==> config.mk <==
export PLATFORM = sky130hd
export DESIGN_NAME = gvw_walker
export DESIGN_NICKNAME = d
export VERILOG_FILES = /design/src/rtl/gvw_pkg.sv /design/src/rtl/gvw_index_calc.sv /design/src/rtl/gvw_entry_decode.sv /design/src/rtl/gvw_walker.sv
export SDC_FILE = /design/constraint.sdc
export NUM_CORES = 1
export LEC_CHECK = 0
export BUFFER_PORTS_ARGS = -buffer_cell sky130_fd_sc_hd__buf_2
export CAP_MARGIN = 10
export CORE_UTILIZATION = 30
export CTS_CLUSTER_SIZE = 10
export DETAILED_ROUTE_END_ITERATION = 10
export PLACE_DENSITY = 0.62
export SLEW_MARGIN = 25
export SYNTH_ARGS = -nofsm -noshare
export SYNTH_HDL_FRONTEND = slang
export SYNTH_SLANG_ARGS = --single-unit
==> constraint.sdc <==
create_clock -name clk -period 4 [get_ports clk]
set_input_delay 0.8 -clock clk [delete_from_list [all_inputs] [get_ports clk]]
set_output_delay 0.8 -clock clk [all_outputs]
set_load 0.02 [all_outputs]
==> src/rtl/gvw_pkg.sv <==
// Shared types for the page walk translator.
// Assumes: entries are 64-bit words, pages are 4 KiB.
package gvw_pkg;
    typedef enum logic [2:0] {
        ST_IDLE,
        ST_DIR_REQ,
        ST_DIR_WAIT,
        ST_TBL_REQ,
        ST_TBL_WAIT
    } walk_state_t;

    typedef enum logic [1:0] {
        LVL_NONE = 2'd0,
        LVL_DIR  = 2'd1,
        LVL_TBL  = 2'd2
    } fault_lvl_t;
endpackage

==> src/rtl/gvw_index_calc.sv <==
// Entry address generator: forms the byte address of the directory
// entry and of the table entry from the bases and the virtual address.
// Assumes: directory pages are contiguous, so the top selector bits and
// the directory index together form one flat index.
module gvw_index_calc #(
    parameter int ADDR_W     = 32,
    parameter int PAGE_SHIFT = 12,
    parameter int IDX_W      = 9,
    parameter int SEL_W      = 2
) (
    input  logic [ADDR_W-1:0] dir_base,
    input  logic [ADDR_W-1:0] vaddr,
    input  logic [ADDR_W-1:0] tbl_base,
    output logic [ADDR_W-1:0] dir_ent_addr,
    output logic [ADDR_W-1:0] tbl_ent_addr
);
    localparam int ENT_SHIFT = 3;
    localparam int DIR_IDX_W = SEL_W + IDX_W;
    localparam logic [ADDR_W-1:0] PAGE_MASK = ~((ADDR_W'(1) << PAGE_SHIFT) - ADDR_W'(1));

    logic [DIR_IDX_W-1:0] dir_idx;
    logic [IDX_W-1:0]     tbl_idx;

    // Split the virtual address into flat directory index and table index.
    always_comb begin
        dir_idx = vaddr[ADDR_W-1 -: DIR_IDX_W];
        tbl_idx = vaddr[PAGE_SHIFT +: IDX_W];
    end

    // Scale each index by the entry size and add the page-aligned base.
    always_comb begin
        dir_ent_addr = (dir_base & PAGE_MASK)
                     + {{(ADDR_W-DIR_IDX_W-ENT_SHIFT){1'b0}}, dir_idx, {ENT_SHIFT{1'b0}}};
        tbl_ent_addr = (tbl_base & PAGE_MASK)
                     + {{(ADDR_W-IDX_W-ENT_SHIFT){1'b0}}, tbl_idx, {ENT_SHIFT{1'b0}}};
    end

    logic unused_vaddr;
    assign unused_vaddr = ^{vaddr[PAGE_SHIFT-1:0], vaddr[ADDR_W-DIR_IDX_W-1 -: (ADDR_W-DIR_IDX_W-PAGE_SHIFT-IDX_W+IDX_W)] & 1'b0};
endmodule

==> src/rtl/gvw_entry_decode.sv <==
// Entry decoder: pulls the valid flag and the page-aligned next-level
// base out of a 64-bit directory or table entry.
// Assumes: only bit 0 and bits ADDR_W-1:PAGE_SHIFT carry meaning.
module gvw_entry_decode #(
    parameter int ADDR_W     = 32,
    parameter int DATA_W     = 64,
    parameter int PAGE_SHIFT = 12
) (
    input  logic [DATA_W-1:0] entry,
    output logic              ent_valid,
    output logic [ADDR_W-1:0] ent_base
);
    // Take the flag and the frame number, clearing the in-page bits.
    always_comb begin
        ent_valid = entry[0];
        ent_base  = {entry[ADDR_W-1:PAGE_SHIFT], {PAGE_SHIFT{1'b0}}};
    end

    logic unused_bits;
    assign unused_bits = ^{entry[DATA_W-1:ADDR_W], entry[PAGE_SHIFT-1:1]};
endmodule

==> src/rtl/gvw_walker.sv <==
// Page walk translator top: accepts one request, reads the directory
// entry, then the table entry, and reports an address or a fault level.
// Assumes: memory answers each accepted read exactly once, in order.
module gvw_walker
    import gvw_pkg::*;
#(
    parameter int ADDR_W     = 32,
    parameter int DATA_W     = 64,
    parameter int PAGE_SHIFT = 12,
    parameter int IDX_W      = 9,
    parameter int SEL_W      = 2
) (
    input  logic              clk,
    input  logic              rst_n,
    input  logic              req_valid,
    output logic              req_ready,
    input  logic [ADDR_W-1:0] req_dir_base,
    input  logic [ADDR_W-1:0] req_vaddr,
    output logic              mem_req_valid,
    input  logic              mem_req_ready,
    output logic [ADDR_W-1:0] mem_req_addr,
    input  logic              mem_rsp_valid,
    input  logic [DATA_W-1:0] mem_rsp_data,
    output logic              rsp_valid,
    output logic [ADDR_W-1:0] rsp_paddr,
    output logic              rsp_fault,
    output logic [1:0]        rsp_fault_level
);
    walk_state_t       state;
    logic [ADDR_W-1:0] vaddr_q, dir_base_q, tbl_base_q, paddr_q;
    logic              fault_q, rsp_valid_q;
    fault_lvl_t        level_q;
    logic [ADDR_W-1:0] dir_ent_addr, tbl_ent_addr, ent_base, page_off;
    logic              ent_valid;

    gvw_index_calc #(
        .ADDR_W(ADDR_W), .PAGE_SHIFT(PAGE_SHIFT), .IDX_W(IDX_W), .SEL_W(SEL_W)
    ) u_index (
        .dir_base(dir_base_q), .vaddr(vaddr_q), .tbl_base(tbl_base_q),
        .dir_ent_addr(dir_ent_addr), .tbl_ent_addr(tbl_ent_addr)
    );

    gvw_entry_decode #(
        .ADDR_W(ADDR_W), .DATA_W(DATA_W), .PAGE_SHIFT(PAGE_SHIFT)
    ) u_decode (
        .entry(mem_rsp_data), .ent_valid(ent_valid), .ent_base(ent_base)
    );

    // In-page offset carried through to the physical address.
    always_comb page_off = {{(ADDR_W-PAGE_SHIFT){1'b0}}, vaddr_q[PAGE_SHIFT-1:0]};

    // Port outputs derived from the walk state.
    always_comb begin
        req_ready       = (state == ST_IDLE);
        mem_req_valid   = (state == ST_DIR_REQ) || (state == ST_TBL_REQ);
        mem_req_addr    = (state == ST_TBL_REQ) ? tbl_ent_addr : dir_ent_addr;
        rsp_valid       = rsp_valid_q;
        rsp_paddr       = paddr_q;
        rsp_fault       = fault_q;
        rsp_fault_level = level_q;
    end

    // Walk sequencer and result registers.
    always_ff @(posedge clk) begin
        if (!rst_n) begin
            state       <= ST_IDLE;
            vaddr_q     <= '0;
            dir_base_q  <= '0;
            tbl_base_q  <= '0;
            paddr_q     <= '0;
            fault_q     <= 1'b0;
            level_q     <= LVL_NONE;
            rsp_valid_q <= 1'b0;
        end else begin
            rsp_valid_q <= 1'b0;
            unique case (state)
                ST_IDLE: if (req_valid) begin
                    vaddr_q    <= req_vaddr;
                    dir_base_q <= req_dir_base;
                    state      <= ST_DIR_REQ;
                end
                ST_DIR_REQ: if (mem_req_ready) state <= ST_DIR_WAIT;
                ST_DIR_WAIT: if (mem_rsp_valid) begin
                    if (!ent_valid) begin
                        paddr_q     <= '0;
                        fault_q     <= 1'b1;
                        level_q     <= LVL_DIR;
                        rsp_valid_q <= 1'b1;
                        state       <= ST_IDLE;
                    end else begin
                        tbl_base_q <= ent_base;
                        state      <= ST_TBL_REQ;
                    end
                end
                ST_TBL_REQ: if (mem_req_ready) state <= ST_TBL_WAIT;
                ST_TBL_WAIT: if (mem_rsp_valid) begin
                    paddr_q     <= ent_valid ? (ent_base | page_off) : '0;
                    fault_q     <= !ent_valid;
                    level_q     <= ent_valid ? LVL_NONE : LVL_TBL;
                    rsp_valid_q <= 1'b1;
                    state       <= ST_IDLE;
                end
                default: state <= ST_IDLE;
            endcase
        end
    end

    // an invalid directory entry ends the walk with level 1 next cycle.
    a_r4_dir_fault: assert property (@(posedge clk) disable iff (!rst_n)
        (state == ST_DIR_WAIT && mem_rsp_valid && !mem_rsp_data[0])
        |=> (rsp_valid && rsp_fault_level == 2'd1 && !mem_req_valid));

    // an invalid table entry ends the walk with level 2 next cycle.
    a_r5_tbl_fault: assert property (@(posedge clk) disable iff (!rst_n)
        (state == ST_TBL_WAIT && mem_rsp_valid && !mem_rsp_data[0])
        |=> (rsp_valid && rsp_fault_level == 2'd2 && rsp_fault));

    // acceptance makes the walker busy on the next cycle.
    a_r6_busy_after_accept: assert property (@(posedge clk) disable iff (!rst_n)
        (req_valid && req_ready) |=> !req_ready);

    // completion is a single-cycle pulse.
    a_r7_pulse: assert property (@(posedge clk) disable iff (!rst_n)
        rsp_valid |=> !rsp_valid);

    // results hold while no completion is signalled.
    a_r7_hold: assert property (@(posedge clk) disable iff (!rst_n)
        !rsp_valid |-> ($stable(rsp_paddr) && $stable(rsp_fault_level)));

    // a stalled read keeps its request and address.
    a_r8_req_hold: assert property (@(posedge clk) disable iff (!rst_n)
        (mem_req_valid && !mem_req_ready) |=> (mem_req_valid && $stable(mem_req_addr)));

    // no second read is issued right behind an accepted one.
    a_r8_single: assert property (@(posedge clk) disable iff (!rst_n)
        (mem_req_valid && mem_req_ready) |=> !mem_req_valid);
endmodule

# Yosys cells after proc, flatten, opt, wreduce, memory -nomap -nowiden
# Index checks and enable logic that the tools add are counted.
# totals
ram_bits,0
latch_bits,0
rom_bits,0
ff_bits,123
mem_count,0
# classes
addsub,2
n_bitwise,1
eq_ne,10
div_mod_pow,0
shifts,0
n_mul,0
mux,26
reduce_logical,8
n_lt_le_gt_ge,0
# ops
cell,count
32-bit 2-to-1 mux,5
32-bit case mux with 2 select lines,1
32-bit by 12-bit adder with 32-bit output,1
32-bit by 14-bit adder with 32-bit output,1
32-bit by 12-bit OR with 32-bit output,1
3-bit 2-to-1 mux,5
3-bit case mux with 5 select lines,1
"2-bit inequality test, second input constant",6
2-bit 2-to-1 mux,5
"3-bit by 2-bit == test with 1-bit output, second input constant",2
1-bit 2-to-1 mux,6
5-bit AND reduction,1
1-bit case mux with 2 select lines,2
2-bit case mux with 2 select lines,1
4-bit AND reduction,1
"3-bit by 1-bit == test with 1-bit output, second input constant",1
"3-bit == test, second input constant",1
3-bit logical NOT,1
3-bit AND reduction,1
2-bit AND reduction,1
2-bit nonzero test,1
1-bit logical NOT,1
1-bit logical OR,1

# Longest topological paths before layout
# depth
depth_word,4
ltp_mapped,7

# Cells and area by module
# Synthesis repeated with hierarchy kept, for this count alone.
# hier_totals
hier_cells,743
hier_area_um2,6540.0
# modules_own_cells
module,area_per_inst_um2,seq_area_each_um2,cells_each,n_inst
gvw_walker,5515.3,2702.6,608,1
gvw_index_calc,773.2,0.0,101,1
gvw_entry_decode,251.5,0.0,34,1

# Least setup slack after synthesis
# OpenSTA, ideal clock, no wires.
# synth_timing
path_type,reg2out
startpoint,register dir_base_q[12]
endpoint,output port mem_req_addr[28]
required_ps,3200
n_path_buf,0
arrival_ps,2246
path_slack_ps,954
path_stages_with_launch,8
cell_sequence,dfxtp_1 -> ha_1 -> inv_1 -> fa_1 -> nand3b_1 -> or4_1 -> and3_1 -> a211o_1
# synth_between
elab_chain_cells,2
# synth_lines
item,line_no,source
"start, declared",gvw_walker.sv:30,"logic [ADDR_W-1:0] vaddr_q, dir_base_q, tbl_base_q, paddr_q;"
"start signal, assigned",gvw_walker.sv:79,dir_base_q <= req_dir_base;
32-bit by 14-bit adder with 32-bit output,gvw_index_calc.sv:33,"+ {{(ADDR_W-DIR_IDX_W-ENT_SHIFT){1'b0}}, dir_idx, {ENT_SHIFT{1'b0}}};"
32-bit 2-to-1 mux,gvw_walker.sv:56,mem_req_addr = (state == ST_TBL_REQ) ? tbl_ent_addr : dir_ent_addr;
"end, declared",gvw_walker.sv:21,"output logic [ADDR_W-1:0] mem_req_addr,"
# Every way passes these cells.

# Final worst setup path
# layout_timing
startpoint,register vaddr_q[30]
endpoint,output port mem_req_addr[28]
# layout_between
elab_chain_cells,2
# layout_lines
item,line_no,source
"start, declared",gvw_walker.sv:30,
"start signal, assigned",gvw_walker.sv:78,vaddr_q <= req_vaddr;
32-bit by 14-bit adder with 32-bit output,gvw_index_calc.sv:33,
32-bit 2-to-1 mux,gvw_walker.sv:56,
# Every way passes these cells.

==> impl_metrics.yaml <==
timing:
  fmax_ghz: 0.271
  slew_violations: 0
  hold_violations: 0
  setup_ws_ps: 308
  slew_headroom_pct: 37.4
  rsz0062_at_grt: "no"
  worst_slew_pin_slew_ps: 939
  finalSetupTns_ps: 0
  setup_viol: 0
  timing.final.crit_share_pct: 92.3
  period_needed_ps: 3690
  finClkSkew_ps: 5.27
place:
  dp_cells: 866
  pre_cts_ws_ps: 668
  place_congestion: 0.824
  dp_hpwl_um: 8680
  port_buffers: 144
worst_setup_path:
  max_stage_delay_ps: 590
  crit_slowest_cell: "or4_1"
  cp-end-kind: "primary output"
  crit_type: "register to primary output"
  crit_required_ps: 3200
  critPathLaunchType: "register"
  worstPathMaxFanout: 8
  critical_path.top_delay_family: "simple AND/OR/NAND/NOR gates"
  cp_cell_sequence: "ha_1 -> inv_1 -> fa_1 -> nand3b_1 -> or4_1 -> and3_1 -> a211o_1 -> buf_2"
  arrival_ps: 2890
  cp_num_buf_inv: 2
floorplan:
  core_mm2: 0.0147
  die_x_um: 126
  die_height_um: 126
  start_util_pct: 31.1
  die_area_mm2: 0.0158
  rows: 44
  ios: 203
route:
  via_count: 4116
  wl_um: 12100
  drt-initial-drc-count: 170
  postRouteAntennaNets: 0
  post_drt_wl_per_cell_um: 13.7
  post-route-drc-count: 7
  viasPerCell: 4.67
  firstDrtPassIters: 7
clock_tree:
  clkTransAtPathRegs_ps: 70
  clock_path_buffers: 2
  cts_setup_buffers: 0
  numCtsBuffers: 9
  postCtsHoldBufs: 0
  insertion_delay_ps: 350
  cts_tree: "yes"
  cts-resized-gates: 0
  cts_root_buffer: "clkbuf_16"
  htreeDepth: 3
  clkSinkCount: 111
layout:
  layout-drive-gt1-share_pct: 25.4
  final_common_cell: "nand2_1"
  final_cell_mix: "nand2_1, buf_2, dfxtp_1"
  area_delta_synth_final_pct: 23.9
  n_antenna_cell: 0
  num-nets-final: 829
  fin_cells: 881
pwr:
  cellLeakagePower_uw: 0.00246
  power_density_mw_per_mm2: 405
  peakVddDrop_mv: 0.245
global_routing:
  grt_max_degree: 53
  antenna_found_initial: 1
  grt-ovfl-total: 0
  grtUsageTotal_pct: 15.9
  first_global_vias: 3702
  grt_pass1_wl_um: 19400
yosys:
  synth-async-reset-ratio_pct: 0
  ys_ff_latch: 111
  yosysUniqueCellTypes: 47
  synth_area_per_cell_um2: 7.98
  syn_inst: 574
  synthFlopType: "dfxtp_1"
  yosys_warnings: 0
  netlist_area_mm2: 0.00458
  synth_edf_count: 0
  yosysSeqAreaShare_pct: 48.5
status:
  outcome: "complete, but fails checks"
  violations: "design-rule violations"
job:
  drv_cap: 0
min_path:
  min_path_type: "register to register"
cell usage after synthesis (5+ instances only):
library cell	n	area share, %
a21oi_1	77	8.4
a22o_1	32	6.1
a31oi_1	5	0.68
buf_2	11	1.2
clkbuf_1	27	2.2
dfxtp_1	111	49
inv_1	8	0.66
nand2_1	192	16
nand3_1	6	0.66
nor2_1	20	1.6
nor2b_1	5	0.68
nor3_1	7	0.77
o21ai_0	14	1.5
xnor2_1	10	1.9
registers in the layout, indices dropped and copies added, names as in the netlist:
register / cells
rsp_fault: 1
rsp_paddr: 32
state: 3
dir_base_q: 20
rsp_fault_level: 2
rsp_valid: 1
tbl_base_q: 20
vaddr_q: 32
through the flow:
step	hold slack (ps)	util, %	total power [uW]	cell area (um2)
2_1_floorplan	436	-	1380	4590
3_3_place_gp	442	36.7	1490	5400
3_5_place_dp	447	36.7	1490	5400
4_1_cts	457	38.6	2330	5670
5_1_grt	475	38.6	2420	5670
6_report	455	38.6	2300	5670
area by class of cell:
cell class                      count  area [um2]
Fill cell                        1528        9020
Sequential cell                   111        2220
Multi-Input combinational cell    413        2160
Timing Repair Buffer              149         758
Tap cell                          184         230
Clock buffer                        9         225
Clock inverter                      6        46.3
Inverter                            9        33.8
path summary, 6_finish.rpt:
kind	from	endpoint	slack, ps	cells past startpoint
hold / removal	vaddr_q[11]$_SDFFE_PN0P_	vaddr_q[11]$_SDFFE_PN0P_	460	2
setup reg to reg	state[2]$_SDFFE_PN0P_	dir_base_q[14]$_SDFFE_PN0P_	1860	4
hold reg to reg	vaddr_q[11]$_SDFFE_PN0P_	vaddr_q[11]$_SDFFE_PN0P_	460	2
setup / recovery	vaddr_q[30]$_SDFFE_PN0P_	mem_req_addr[28]	310	8
tightest hold or removal path: stages (launching register included):
cell and delay (ps):
dfxtp_1 310, nand2_1 50, a21oi_1 50
logic make-up (layout without fill, tap and decap cells):
logic type | Yosys count | in the layout | share of synthesized area [%]
AOI/OAI and AO/OA | 136 | 136 | 18.3
xor gates and xnor gates | 12 | 12 | 2.30
adders and majority gates | 3 | 3 | 0.984
buffers and inverters | 52 | 173 | 4.81
DFF | 111 | 111 | 48.5
muxes | 3 | 3 | 0.656
other | 1 | 3 | 0.0819
and+or+nand+nor | 256 | 256 | 24.4
power by group:
part           internal [uW]  switching, uW
Combinational           99.3            177
Sequential              1150           37.2
Clock                    424            413
routing by layer:
layer / GRT usage, % / part of all wire [%]
met1: 22.1 / 50
met2: 23.0 / 42
met3: 3.08 / 4.2
met4: 8.68 / 3.2
met5: 0 / 0.11
(Power assumes the default switching activity.)
